**src/rtl/condBitPkg.sv**
```systemverilog
package condBitPkg;

  // Which candidate value the datapath loads into the condition register.
  typedef enum logic [3:0] {
    SRC_CLEAR   = 4'd0,
    SRC_CARRY   = 4'd1,
    SRC_SHIFT   = 4'd2,
    SRC_NEGFULL = 4'd3,
    SRC_NEGWORD = 4'd4,
    SRC_ZERO    = 4'd5,
    SRC_OVF     = 4'd6,
    SRC_GE      = 4'd7,
    SRC_GT      = 4'd8
  } srcSel_t;

  typedef enum logic [1:0] {
    OP_ALU_ARITH = 2'b00,
    OP_ALU_LOGIC = 2'b01,
    OP_SH_ARITH  = 2'b10,
    OP_SH_LOGIC  = 2'b11
  } opClass_t;

  typedef enum logic [2:0] {
    MODE_CARRY = 3'b000,
    MODE_NEG   = 3'b001,
    MODE_ZERO  = 3'b010,
    MODE_OVF   = 3'b011,
    MODE_GT    = 3'b100,
    MODE_GE    = 3'b101,
    MODE_RSV0  = 3'b110,
    MODE_RSV1  = 3'b111
  } mode_t;

  // Strobes from control to datapath.
  typedef struct packed {
    logic    load;
    srcSel_t src;
  } ctrlStrobe_t;

endpackage

```
**src/rtl/condBitCtrl.sv**
```systemverilog
module condBitCtrl
  import condBitPkg::*;
(
  input  logic        updEn,
  input  logic [2:0]  modeSel,
  input  logic [1:0]  opClass,
  output ctrlStrobe_t strobe
);

  logic isArith;
  logic isShift;
  logic legalMode;

  assign isArith   = (opClass == OP_ALU_ARITH) || (opClass == OP_SH_ARITH);
  assign isShift   = opClass[1];
  assign legalMode = (modeSel != MODE_RSV0) && (modeSel != MODE_RSV1);

  always_comb begin
    strobe.load = updEn && legalMode;
    strobe.src  = SRC_CLEAR;
    unique case (modeSel)
      MODE_CARRY: begin
        if (isShift)                      strobe.src = SRC_SHIFT;
        else if (opClass == OP_ALU_ARITH) strobe.src = SRC_CARRY;
        else                              strobe.src = SRC_CLEAR;
      end
      MODE_NEG:  strobe.src = isArith ? SRC_NEGFULL : SRC_NEGWORD;
      MODE_ZERO: strobe.src = SRC_ZERO;
      MODE_OVF:  strobe.src = isArith ? SRC_OVF : SRC_CLEAR;
      MODE_GT:   strobe.src = isArith ? SRC_GT  : SRC_CLEAR;
      MODE_GE:   strobe.src = isArith ? SRC_GE  : SRC_CLEAR;
      default:   strobe.src = SRC_CLEAR;
    endcase
  end

endmodule

```
**src/rtl/condBitData.sv**
```systemverilog
module condBitData
  import condBitPkg::*;
#(
  parameter int WORD_W  = 32,
  parameter int GUARD_W = 8
) (
  input  logic                        clk,
  input  logic                        rst,
  input  ctrlStrobe_t                 strobe,
  input  logic [WORD_W+GUARD_W-1:0]   result,
  input  logic                        carryOut,
  input  logic                        shiftOut,
  input  logic                        overRange,
  output logic                        condBit
);

  localparam int RES_W = WORD_W + GUARD_W;
  localparam int TOP_W = GUARD_W + 1;   // guard bits plus word sign bit

  logic [TOP_W-1:0] topBits;
  logic negFull;
  logic negWord;
  logic isZero;
  logic wordOvf;
  logic signMismatch;
  logic geBit;
  logic gtBit;
  logic nextBit;

  assign topBits = result[RES_W-1:WORD_W-1];
  assign negFull = result[RES_W-1];
  assign negWord = result[WORD_W-1];
  assign isZero  = ~|result;

  // Word overflow: guard bits are not a sign extension of the word.
  generate
    if (GUARD_W > 0) begin : g_ovf
      assign wordOvf = ~((&topBits) | (~|topBits));
    end else begin : g_noOvf
      assign wordOvf = 1'b0;
    end
  endgenerate

  assign signMismatch = negFull ^ overRange;
  assign geBit        = ~signMismatch;
  assign gtBit        = ~(signMismatch | isZero);

  always_comb begin
    unique case (strobe.src)
      SRC_CARRY:   nextBit = carryOut;
      SRC_SHIFT:   nextBit = shiftOut;
      SRC_NEGFULL: nextBit = negFull;
      SRC_NEGWORD: nextBit = negWord;
      SRC_ZERO:    nextBit = isZero;
      SRC_OVF:     nextBit = wordOvf;
      SRC_GE:      nextBit = geBit;
      SRC_GT:      nextBit = gtBit;
      default:     nextBit = 1'b0;
    endcase
  end

  always_ff @(posedge clk) begin
    if (rst)              condBit <= 1'b0;
    else if (strobe.load) condBit <= nextBit;
  end

endmodule

```
**src/rtl/condBitUnit.sv**
```systemverilog
module condBitUnit
  import condBitPkg::*;
#(
  parameter int WORD_W  = 32,
  parameter int GUARD_W = 8
) (
  input  logic                      clk,
  input  logic                      rst,
  input  logic                      updEn,
  input  logic [2:0]                modeSel,
  input  logic [1:0]                opClass,
  input  logic [WORD_W+GUARD_W-1:0] result,
  input  logic                      carryOut,
  input  logic                      shiftOut,
  input  logic                      overRange,
  output logic                      condBit
);

  ctrlStrobe_t strobe;

  condBitCtrl u_ctrl (
    .updEn   (updEn),
    .modeSel (modeSel),
    .opClass (opClass),
    .strobe  (strobe)
  );

  condBitData #(.WORD_W(WORD_W), .GUARD_W(GUARD_W)) u_data (
    .clk       (clk),
    .rst       (rst),
    .strobe    (strobe),
    .result    (result),
    .carryOut  (carryOut),
    .shiftOut  (shiftOut),
    .overRange (overRange),
    .condBit   (condBit)
  );

endmodule

```
**config.mk**
```make
export PLATFORM = sky130hd
export DESIGN_NAME = condBitUnit
export DESIGN_NICKNAME = d
export VERILOG_FILES = /design/src/rtl/condBitPkg.sv /design/src/rtl/condBitCtrl.sv /design/src/rtl/condBitData.sv /design/src/rtl/condBitUnit.sv
export SDC_FILE = /design/constraint.sdc
export NUM_CORES = 1
export LEC_CHECK = 0
export ABC_AREA = 1
export BUFFER_PORTS_ARGS = -buffer_cell sky130_fd_sc_hd__buf_2
export CORE_AREA = 2 2 39 41
export DETAILED_ROUTE_END_ITERATION = 8
export DIE_AREA = 0 0 41 43
export PLACE_DENSITY = 0.77
export RECOVER_POWER = 100
export SLEW_MARGIN = 20
export SYNTH_ARGS = -nofsm -noshare
export SYNTH_HDL_FRONTEND = slang
export SYNTH_SLANG_ARGS = --single-unit
```
**constraint.sdc**
```tcl
create_clock -name clk -period 3.1 [get_ports clk]
set_input_delay 0.465 -clock clk [delete_from_list [all_inputs] [get_ports clk]]
set_output_delay 0.465 -clock clk [all_outputs]
set_load 0.01 [all_outputs]
```
==> results of run 1 <==
## per-layer routing
metal | global-route usage (%) | share of wire, %
met5 | 0 | 0
met4 | 0 | 0
met3 | 0.524 | 10
met2 | 27.2 | 51
met1 | 14.6 | 38
## worst reg2reg max path, cell delays in order (launching register included)
cell,delay (ns)
dfxtp_1,0.30
nand2_1,0.07
a21oi_2,0.13
## layout make-up
class                   count  area [um2]  area share [%]
flip-flops and latches      1        20.0            3.03
repair buffers             51         254            38.4
inverters                   6        22.5            3.41
multi-input cells          78         344            52.1
well taps                  16        20.0            3.03
## power groups by stage
stage | Combinational [mW] | Clock (mW) | Sequential (mW)
final | 0.0580 | 0 | 0.0140
after global routing | 0.0671 | 0 | 0.0140
after CTS | 0.0594 | 0 | 0.0140
after detailed placement | 0.0591 | 0 | 0.0140
after global placement | 0.0574 | 0 | 0.0140
after floorplan | 0.0205 | 0 | 0.0143
## metrics by stage
step | std cells | util [%] | setup WS (ns) | instance area (um2)
6_report | 152 | 47.7 | 1.60 | 661
3_5_place_dp | 152 | 48.0 | 1.59 | 664
2_1_floorplan | 85 | - | 1.79 | 389
4_1_cts | 152 | 48.0 | 1.58 | 664
5_1_grt | 152 | 47.7 | 1.40 | 661
3_3_place_gp | 152 | 48.0 | 1.60 | 664
## worst max path at each step
stage / slack (ns) / depth (start not counted) / endpoint
after global routing: 1.40 / 13 / u_data.condBit$_SDFFE_PP0P_
after detailed placement: 1.59 / 13 / u_data.condBit$_SDFFE_PP0P_
final: 1.60 / 13 / u_data.condBit$_SDFFE_PP0P_
after CTS: 1.58 / 13 / u_data.condBit$_SDFFE_PP0P_
after floorplan: 1.79 / 12 / u_data.condBit$_SDFFE_PP0P_
after global placement: 1.60 / 13 / u_data.condBit$_SDFFE_PP0P_
## cells by family after synthesis
logic type	share of synthesized area, %
XOR/XNOR	2.25
flip-flops	5.14
buffers and inverters	5.79
AO/OA/AOI/OAI	6.11
AND/OR/NAND/NOR	80.7
## layout by cell type, fill, tap and decap left out, types with 2 or more instances in the layout
master    n
buf_2    50
inv_1     6
nand2_1  24
nand3_1   8
nand4_1   2
nor2_1   32
nor2_2    2
nor3_1    2
==> flow_summary.yaml, run 1 <==
run_status:
  status: "finished, final reports clean"
power:
  comb_power_share_pct: 80.6
  switching_share_pct: 36.4
  clock_power_share_pct: 0
  p_leak_nw: 0.353
  peakVddDrop_mv: 0.0423
  p_seq_share_pct: 19.4
  p_int_mw: 0.0458
  p_per_area_nw_per_um2: 109
  p_switching_mw: 0.0262
  design_power_total_mw: 0.0720
routing:
  dr.pass1.iters: 4
  vias_per_cell: 4.50
  wirelength_um: 1100
  drtIter0Drc: 3
  drc: 0
  vias: 684
  route.detailed.wl_per_inst_um: 7.24
  drt.antenna.violating_nets: 0
timing:
  final_hold_viol_count: 0
  period_needed_ns: 1.50
  fin_crit_sh_pct: 48.3
  fin_skew_ns: 0
  maxSlewViolCount: 0
  rsz0062_at_grt: "false"
  max_slew_margin_pct: 85.3
  tns_ns: 0
  hold_slack_ns: 0.463
  setup_violations: 0
  fmax_mhz: 669
  tightest_slew_ns: 0.218
cts:
  hold_buffers: 0
  post_cts_resized: 0
  clk_latency_ns: 0
  post_cts_buffers: 0
  clk_pin_slew_ns: 0
synth:
  yosysMostFrequentCell: "nor2_1"
  synth_nets: 136
  synth.top_cell.area_share_pct: 30.9
  synth.largest_area_cell: "nor2_1"
  syn_area_per_cell_um2: 4.58
  synthTopCellsByArea: "nor2_1 (31%), nand2_1 (22%), nand3_1 (10%)"
  ys_ff_latch: 1
  synthArstFlopShare_pct: 0
  netlist_area_um2: 389
  yosys_warnings: 0
  synthCells: 85
  synthFlopType: "dfxtp_1"
  synth_commonest_cells: "nor2_1 (32), nand2_1 (23), nand3_1 (8)"
  synth-edff-count: 0
  yosysSeqAreaShare_pct: 5.14
  ys_types: 17
worst_setup_path:
  cp.arrival_ns: 1.38
  criticalPathCategory: "in2reg"
  r2r_start: "u_data.condBit$_SDFFE_PP0P_"
  r2r-end: "u_data.condBit$_SDFFE_PP0P_"
  cp_cell_sequence: "buf_2 -> nor2_1 -> nand2_1 -> nor2_1 -> nand2_1 -> nor2_1 -> nand2_1 -> nand2_1 -> nand2_1 -> nand2_1 -> nand3_2 -> nand2_1 -> a21oi_2"
  rrSetupSlack_ns: 2.54
  cp.required_ns: 2.99
  cpPeakStageDelay_ns: 0.15
  start_kind: "input port"
  crit_family: "simple AND/OR/NAND/NOR gates"
  crit_top_cell: "nand2_1"
  critical-path-slowest-cell: "nor2_1"
  path_buf_inv: 1
  crit_path_start: "result[8]"
  reg2reg_depth: 2
  crit_path_end_kind: "register"
  cp_max_fo: 2
global_routing:
  grt_usage_pct: 13.4
  antenna_found_initial: 0
  grt-ovfl-total: 0
  grt_pass1_wl_um: 1800
  grt_pass1_vias: 552
  grt_start_max_net_pins: 6
placement:
  place_congestion: 0.715
  io_buffers: 51
  hpwl_um: 1040
run:
  max-cap-violations: 0
final_layout:
  largestRegisters: "u_data.condBit x1"
  diodes: 0
  drive_above_1_share_pct: 40.4
  largest_reg_flops: 1
  area_growth_syn_to_layout_pct: 69.8
  nFillCells: 146
  finalNetCount: 189
  regMostFlops: "u_data.condBit"
die:
  io_pins: 52
  fp.dieW_um: 41
  rows: 14
  die_height_um: 43
  start_util_pct: 28.1
  die_area_um2: 1760
  fp.coreArea_um2: 1380
hold_path:
  hold_path_depth: 2
  min_path_type: "reg2reg"
  hold_end: "u_data.condBit$_SDFFE_PP0P_"
  min_from: "u_data.condBit$_SDFFE_PP0P_"
No activity file was read; power rests on OpenSTA's default activity.
==> run 2: changes to the inputs <==
--- a/config.mk
+++ b/config.mk
@@ -7,10 +7,10 @@
 export LEC_CHECK = 0
 export ABC_AREA = 1
 export BUFFER_PORTS_ARGS = -buffer_cell sky130_fd_sc_hd__buf_2
-export CORE_AREA = 2 2 39 41
+export CORE_MARGIN = 1.5
+export CORE_UTILIZATION = 30
 export DETAILED_ROUTE_END_ITERATION = 8
-export DIE_AREA = 0 0 41 43
-export PLACE_DENSITY = 0.77
+export PLACE_DENSITY = 0.79
 export RECOVER_POWER = 100
 export SLEW_MARGIN = 20
 export SYNTH_ARGS = -nofsm -noshare
==> constraint.sdc (replaced) <==
create_clock -name clk -period 1.5 [get_ports clk]
set_input_delay 0.225 -clock clk [delete_from_list [all_inputs] [get_ports clk]]
set_output_delay 0.225 -clock clk [all_outputs]
set_load 0.01 [all_outputs]
==> run 2 against run 1 <==
Net effect: total power grew 110%; critical path depth stayed put; worst setup slack lost 1.5 ns; global-route usage grew 5.7 points; clock skew is the same; largest cell class unchanged; largest power group unchanged.
==> flow_summary.yaml, run 2 (synthesized netlist as in run 1, its figures left out) <==
global_routing:
  grt_pass1_vias: 622
  grt_usage_pct: 19.1
  grt_start_max_net_pins: 6
  antenna_found_initial: 0
  grt_pass1_wl_um: 2130
  grt-ovfl-total: 0
timing:
  fin_skew_ns: 0
  tightest_slew_ns: 0.212
  fin_crit_sh_pct: 89.7
  setup_violations: 0
  final_hold_viol_count: 0
  max_slew_margin_pct: 85.7
  fmax_mhz: 743
  period_needed_ns: 1.35
  maxSlewViolCount: 0
  tns_ns: 0
  rsz0062_at_grt: "false"
worst_setup_path:
  cp.arrival_ns: 1.23
  criticalPathCategory: "in2reg"
  crit_family: "simple AND/OR/NAND/NOR gates"
  crit_top_cell: "nand2_1"
  cp_cell_sequence: "buf_2 -> nor2_1 -> nand2_1 -> nor2_1 -> nand2_1 -> nor2_1 -> nand2_1 -> nand2_1 -> nand2_1 -> nand2_1 -> nand3_2 -> nand2_2 -> a21oi_2"
  cp_max_fo: 4
  start_kind: "input port"
  cp.required_ns: 1.38
  path_buf_inv: 1
  crit_path_end_kind: "register"
  cpPeakStageDelay_ns: 0.15
  critical-path-slowest-cell: "nor2_1"
die:
  rows: 12
  fp.coreArea_um2: 1160
  die_height_um: 39.0
  io_pins: 52
  fp.dieW_um: 39.0
  start_util_pct: 33.7
  die_area_um2: 1520
power:
  p_switching_mw: 0.0562
  switching_share_pct: 37.2
  design_power_total_mw: 0.151
  comb_power_share_pct: 80.8
  peakVddDrop_mv: 0.135
  clock_power_share_pct: 0
  p_per_area_nw_per_um2: 229
  p_int_mw: 0.0950
  p_seq_share_pct: 19.2
  p_leak_nw: 0.354
routing:
  dr.pass1.iters: 4
  route.detailed.wl_per_inst_um: 8.61
  drc: 0
  vias: 678
  vias_per_cell: 4.52
  wirelength_um: 1290
  drtIter0Drc: 14
  drt.antenna.violating_nets: 0
placement:
  place_area_um2: 662
  place_congestion: 0.815
  io_buffers: 51
  hpwl_um: 1210
final_layout:
  final_common_cell: "buf_2"
  largestRegisters: "u_data.condBit x1"
  diodes: 0
  area_growth_syn_to_layout_pct: 69.8
  final_util_pct: 57.1
  final_cell_mix: "buf_2 (50), nor2_1 (32), nand2_1 (23), nand3_1 (8), inv_1 (6)"
  regMostFlops: "u_data.condBit"
  drive_above_1_share_pct: 41.2
  multi_input_area_um2: 347
  layout.area.seq_um2: 20.0
  nFillCells: 130
  finalNetCount: 189
  largest_reg_flops: 1
  final_cell_area_um2: 661
run_status:
  status: "finished, final reports clean"
hold_path:
  min_path_type: "in2reg"
run:
  max-cap-violations: 0
cts:
  hold_buffers: 0
  clk_latency_ns: 0
  post_cts_buffers: 0
  post_cts_resized: 0
  clk_pin_slew_ns: 0
==> run 2: path summary, 6_finish.rpt <==
kind | startpoint | to | slack, ns | cells after the start
setup / recovery | result[31] | u_data.condBit$_SDFFE_PP0P_ | 0.15 | 13
hold / removal | rst | u_data.condBit$_SDFFE_PP0P_ | 0.39 | 2
setup reg to reg | u_data.condBit$_SDFFE_PP0P_ | u_data.condBit$_SDFFE_PP0P_ | 0.91 | 2
hold reg to reg | u_data.condBit$_SDFFE_PP0P_ | u_data.condBit$_SDFFE_PP0P_ | 0.48 | 2
==> run 2: power by group through the flow <==
stage               Sequential [mW]  Clock, mW  Combinational (mW)
floorplan                    0.0296          0              0.0423
finish                       0.0291          0               0.122
global route                 0.0292          0               0.139
global placement             0.0289          0               0.119
CTS                          0.0291          0               0.123
detailed placement           0.0291          0               0.123
==> run 2: final cells by class <==
| class | instances | area share [%] |
|---|---|---|
| multi-input combinational | 78 | 52.5 |
| inverter | 6 | 3.41 |
| timing repair buffer | 51 | 38.4 |
| sequential | 1 | 3.03 |
| tap | 14 | 2.65 |
==> run 2: per-stage QoR <==
step                      std cells  setup slack (ns)  hold WS [ns]
after global routing            150            0.0239         0.399
after detailed placement        150             0.156         0.390
after floorplan                  85             0.430         0.287
after CTS                       150             0.155         0.391
final                           150             0.154         0.389
after global placement          150             0.201         0.386
==> run 2: metal layers <==
layer | vias up | global-route usage, % | routed length, um
li1 | 372 | - | -
met1 | 284 | 20.1 | 559
met2 | 20 | 41.3 | 647
met3 | 2 | 0 | 67
met4 | 0 | 2.59 | 16
met5 | - | 0 | 0
==> run 3: changes to the inputs <==
--- a/config.mk
+++ b/config.mk
@@ -5,12 +5,11 @@
 export SDC_FILE = /design/constraint.sdc
 export NUM_CORES = 1
 export LEC_CHECK = 0
-export ABC_AREA = 1
-export BUFFER_PORTS_ARGS = -buffer_cell sky130_fd_sc_hd__buf_2
-export CORE_MARGIN = 1.5
-export CORE_UTILIZATION = 30
+export BUFFER_PORTS_ARGS = -buffer_cell sky130_fd_sc_hd__clkbuf_2
+export CORE_AREA = 2 2 39 41
 export DETAILED_ROUTE_END_ITERATION = 8
-export PLACE_DENSITY = 0.79
+export DIE_AREA = 0 0 41 43
+export PLACE_DENSITY = 0.75
 export RECOVER_POWER = 100
 export SLEW_MARGIN = 20
 export SYNTH_ARGS = -nofsm -noshare
==> run 3 against run 2 <==
Net effect: sequential power down 3%; synthesized cell count down 45%; die area up 16%; utilization down 9.9 points; sequential cell count unchanged; via count down 14%; fmax down 5.2%; global-route usage down 6.9 points; total power up 2.2%.
==> flow_summary.yaml, run 3 <==
run_status:
  status: "finished, final reports clean"
synth:
  synth_nets: 98
  synthCells: 47
  synth-compound-area-share_pct: 21.3
  synth-edff-count: 0
  yosysMostFrequentCell: "nor4_1"
  synth-simple-area-share_pct: 60.6
  synth_top_family_by_area: "simple AND/OR/NAND/NOR gates"
  ys_types: 29
  syn_area_per_cell_um2: 7.64
  ys_ff_latch: 1
  synthAdderAreaFrac_pct: 0
  netlist_area_um2: 359
  muxShareOfSynthArea_pct: 2.79
  yosys_warnings: 0
  synthXorXnorAreaFrac_pct: 2.44
  synth_commonest_cells: "nor4_1 (6), nand2_1 (4), nand4_1 (4)"
  synthFlopType: "dfxtp_1"
  synthArstFlopShare_pct: 0
  synth.top_cell.area_share_pct: 10.5
  synth.largest_area_cell: "nor4_1"
  synthTopCellsByArea: "nor4_1 (10%), nand4_1 (7.0%), nor4_2 (7.0%)"
  yosysSeqAreaShare_pct: 5.57
routing:
  drtIter0Drc: 0
  dr.pass1.iters: 1
  drt.antenna.violating_nets: 0
  wirelength_um: 1220
  vias_per_cell: 5.14
  drc: 0
  route.detailed.wl_per_inst_um: 10.8
  vias: 581
die:
  fp.dieW_um: 41
  fp.coreArea_um2: 1380
  start_util_pct: 25.9
  rows: 14
  die_height_um: 43
  die_area_um2: 1760
  io_pins: 52
hold_path:
  hold_path_depth: 3
  min_path_type: "in2reg"
  hold_end: "u_data.condBit$_SDFFE_PP0P_"
  min_from: "rst"
worst_setup_path:
  start_kind: "input port"
  cp.required_ns: 1.36
  cpPeakStageDelay_ns: 0.21
  path_buf_inv: 2
  crit_family: "compound AO/OA/AOI/OAI gates"
  crit_path_end_kind: "register"
  cp_max_fo: 6
  cp.arrival_ns: 1.28
  criticalPathCategory: "in2reg"
  crit_path_start: "modeSel[0]"
  reg2reg_depth: 3
  cp_cell_sequence: "clkbuf_2 -> buf_4 -> and3b_1 -> o21ai_1 -> nand2_1 -> a31oi_1 -> a41oi_2"
  rrSetupSlack_ns: 0.56
  r2r-end: "u_data.condBit$_SDFFE_PP0P_"
  r2r_start: "u_data.condBit$_SDFFE_PP0P_"
  critical-path-slowest-cell: "a31oi_1"
timing:
  period_needed_ns: 1.42
  setup_violations: 0
  fin_crit_sh_pct: 94.7
  tightest_slew_ns: 0.259
  final_hold_viol_count: 0
  fmax_mhz: 704
  rsz0062_at_grt: "false"
  max_slew_margin_pct: 82.5
  maxSlewViolCount: 0
  tns_ns: 0
  fin_skew_ns: 0
cts:
  post_cts_resized: 0
  hold_buffers: 0
  clk_pin_slew_ns: 0
  post_cts_buffers: 0
  clk_latency_ns: 0
power:
  peakVddDrop_mv: 0.161
  p_leak_nw: 0.304
  p_per_area_nw_per_um2: 237
final_layout:
  largest_reg_flops: 1
  final_cell_mix: "clkbuf_2 (49), nor4_2 (5), nand4_1 (4), nand2_1 (4)"
  regMostFlops: "u_data.condBit"
  fin_cells: 113
  area_growth_syn_to_layout_pct: 81.9
  largestRegisters: "u_data.condBit x1"
  finalNetCount: 150
  drive_above_1_share_pct: 62.9
  final_util_pct: 47.2
  final_common_cell: "clkbuf_2"
  diodes: 0
global_routing:
  grt_usage_pct: 12.2
  grt_pass1_wl_um: 1570
  antenna_found_initial: 0
  grt_start_max_net_pins: 10
  grt-ovfl-total: 0
  grt_pass1_vias: 451
run:
  max-cap-violations: 0
placement:
  place_congestion: 0.793
  post-place-cells: 113
  io_buffers: 51
  hpwl_um: 1100
[run 3: tightest hold or removal path: stages]
cell and delay, ns:
clkbuf_2 0.07, o21bai_1 0.12, a41oi_2 0.04
[run 3: worst max path at each step]
| stage | end | slack, ns | depth (start not counted) |
|---|---|---|---|
| floorplan | u_data.condBit$_SDFFE_PP0P_ | 0.20 | 6 |
| global placement | u_data.condBit$_SDFFE_PP0P_ | 0.08 | 6 |
| detailed placement | u_data.condBit$_SDFFE_PP0P_ | 0.03 | 6 |
| CTS | u_data.condBit$_SDFFE_PP0P_ | 0.03 | 6 |
| global route | u_data.condBit$_SDFFE_PP0P_ | 0.003 | 6 |
| finish | u_data.condBit$_SDFFE_PP0P_ | 0.08 | 7 |
[run 3: cell type report]
class / instances / area (um2)
fillers: 140 / 731
multi-input cells: 43 / 342
repair buffers: 52 / 268
flip-flops and latches: 1 / 20.0
well taps: 16 / 20.0
inverters: 1 / 3.75
[run 3: where the power goes]
| part | total [mW] | internal [mW] | switching (mW) |
|---|---|---|---|
| logic | 0.126 | 0.0708 | 0.0555 |
| clock network | 0 | 0 | 0 |
| registers | 0.0282 | 0.0279 | 0.000349 |
| total | 0.154 | 0.0987 | 0.0558 |
[run 3: routing by layer]
layer	up-vias	wire length (um)	GRT usage (%)
li1	295	-	-
met1	246	414	12.4
met2	40	616	25.9
met3	0	188	0
met4	0	0	0
met5	-	0	0
[run 3: logic make-up (layout without fill, tap and decap cells)]
family	after synthesis	in the layout
simple gates	31	31
compound gates	10	10
buf+inv	3	53
xor+xnor	1	1
mux	1	1
flops	1	1
[run 3: per-stage QoR]
stage | hold WS, ns | setup WS, ns | power [mW] | area, um2
final | 0.513 | 0.0799 | 0.154 | 653
after global routing | 0.546 | 0.00272 | 0.170 | 653
after CTS | 0.518 | 0.0254 | 0.149 | 619
after detailed placement | 0.514 | 0.0335 | 0.149 | 619
after global placement | 0.506 | 0.0849 | 0.145 | 619
after floorplan | 0.408 | 0.204 | 0.0689 | 359
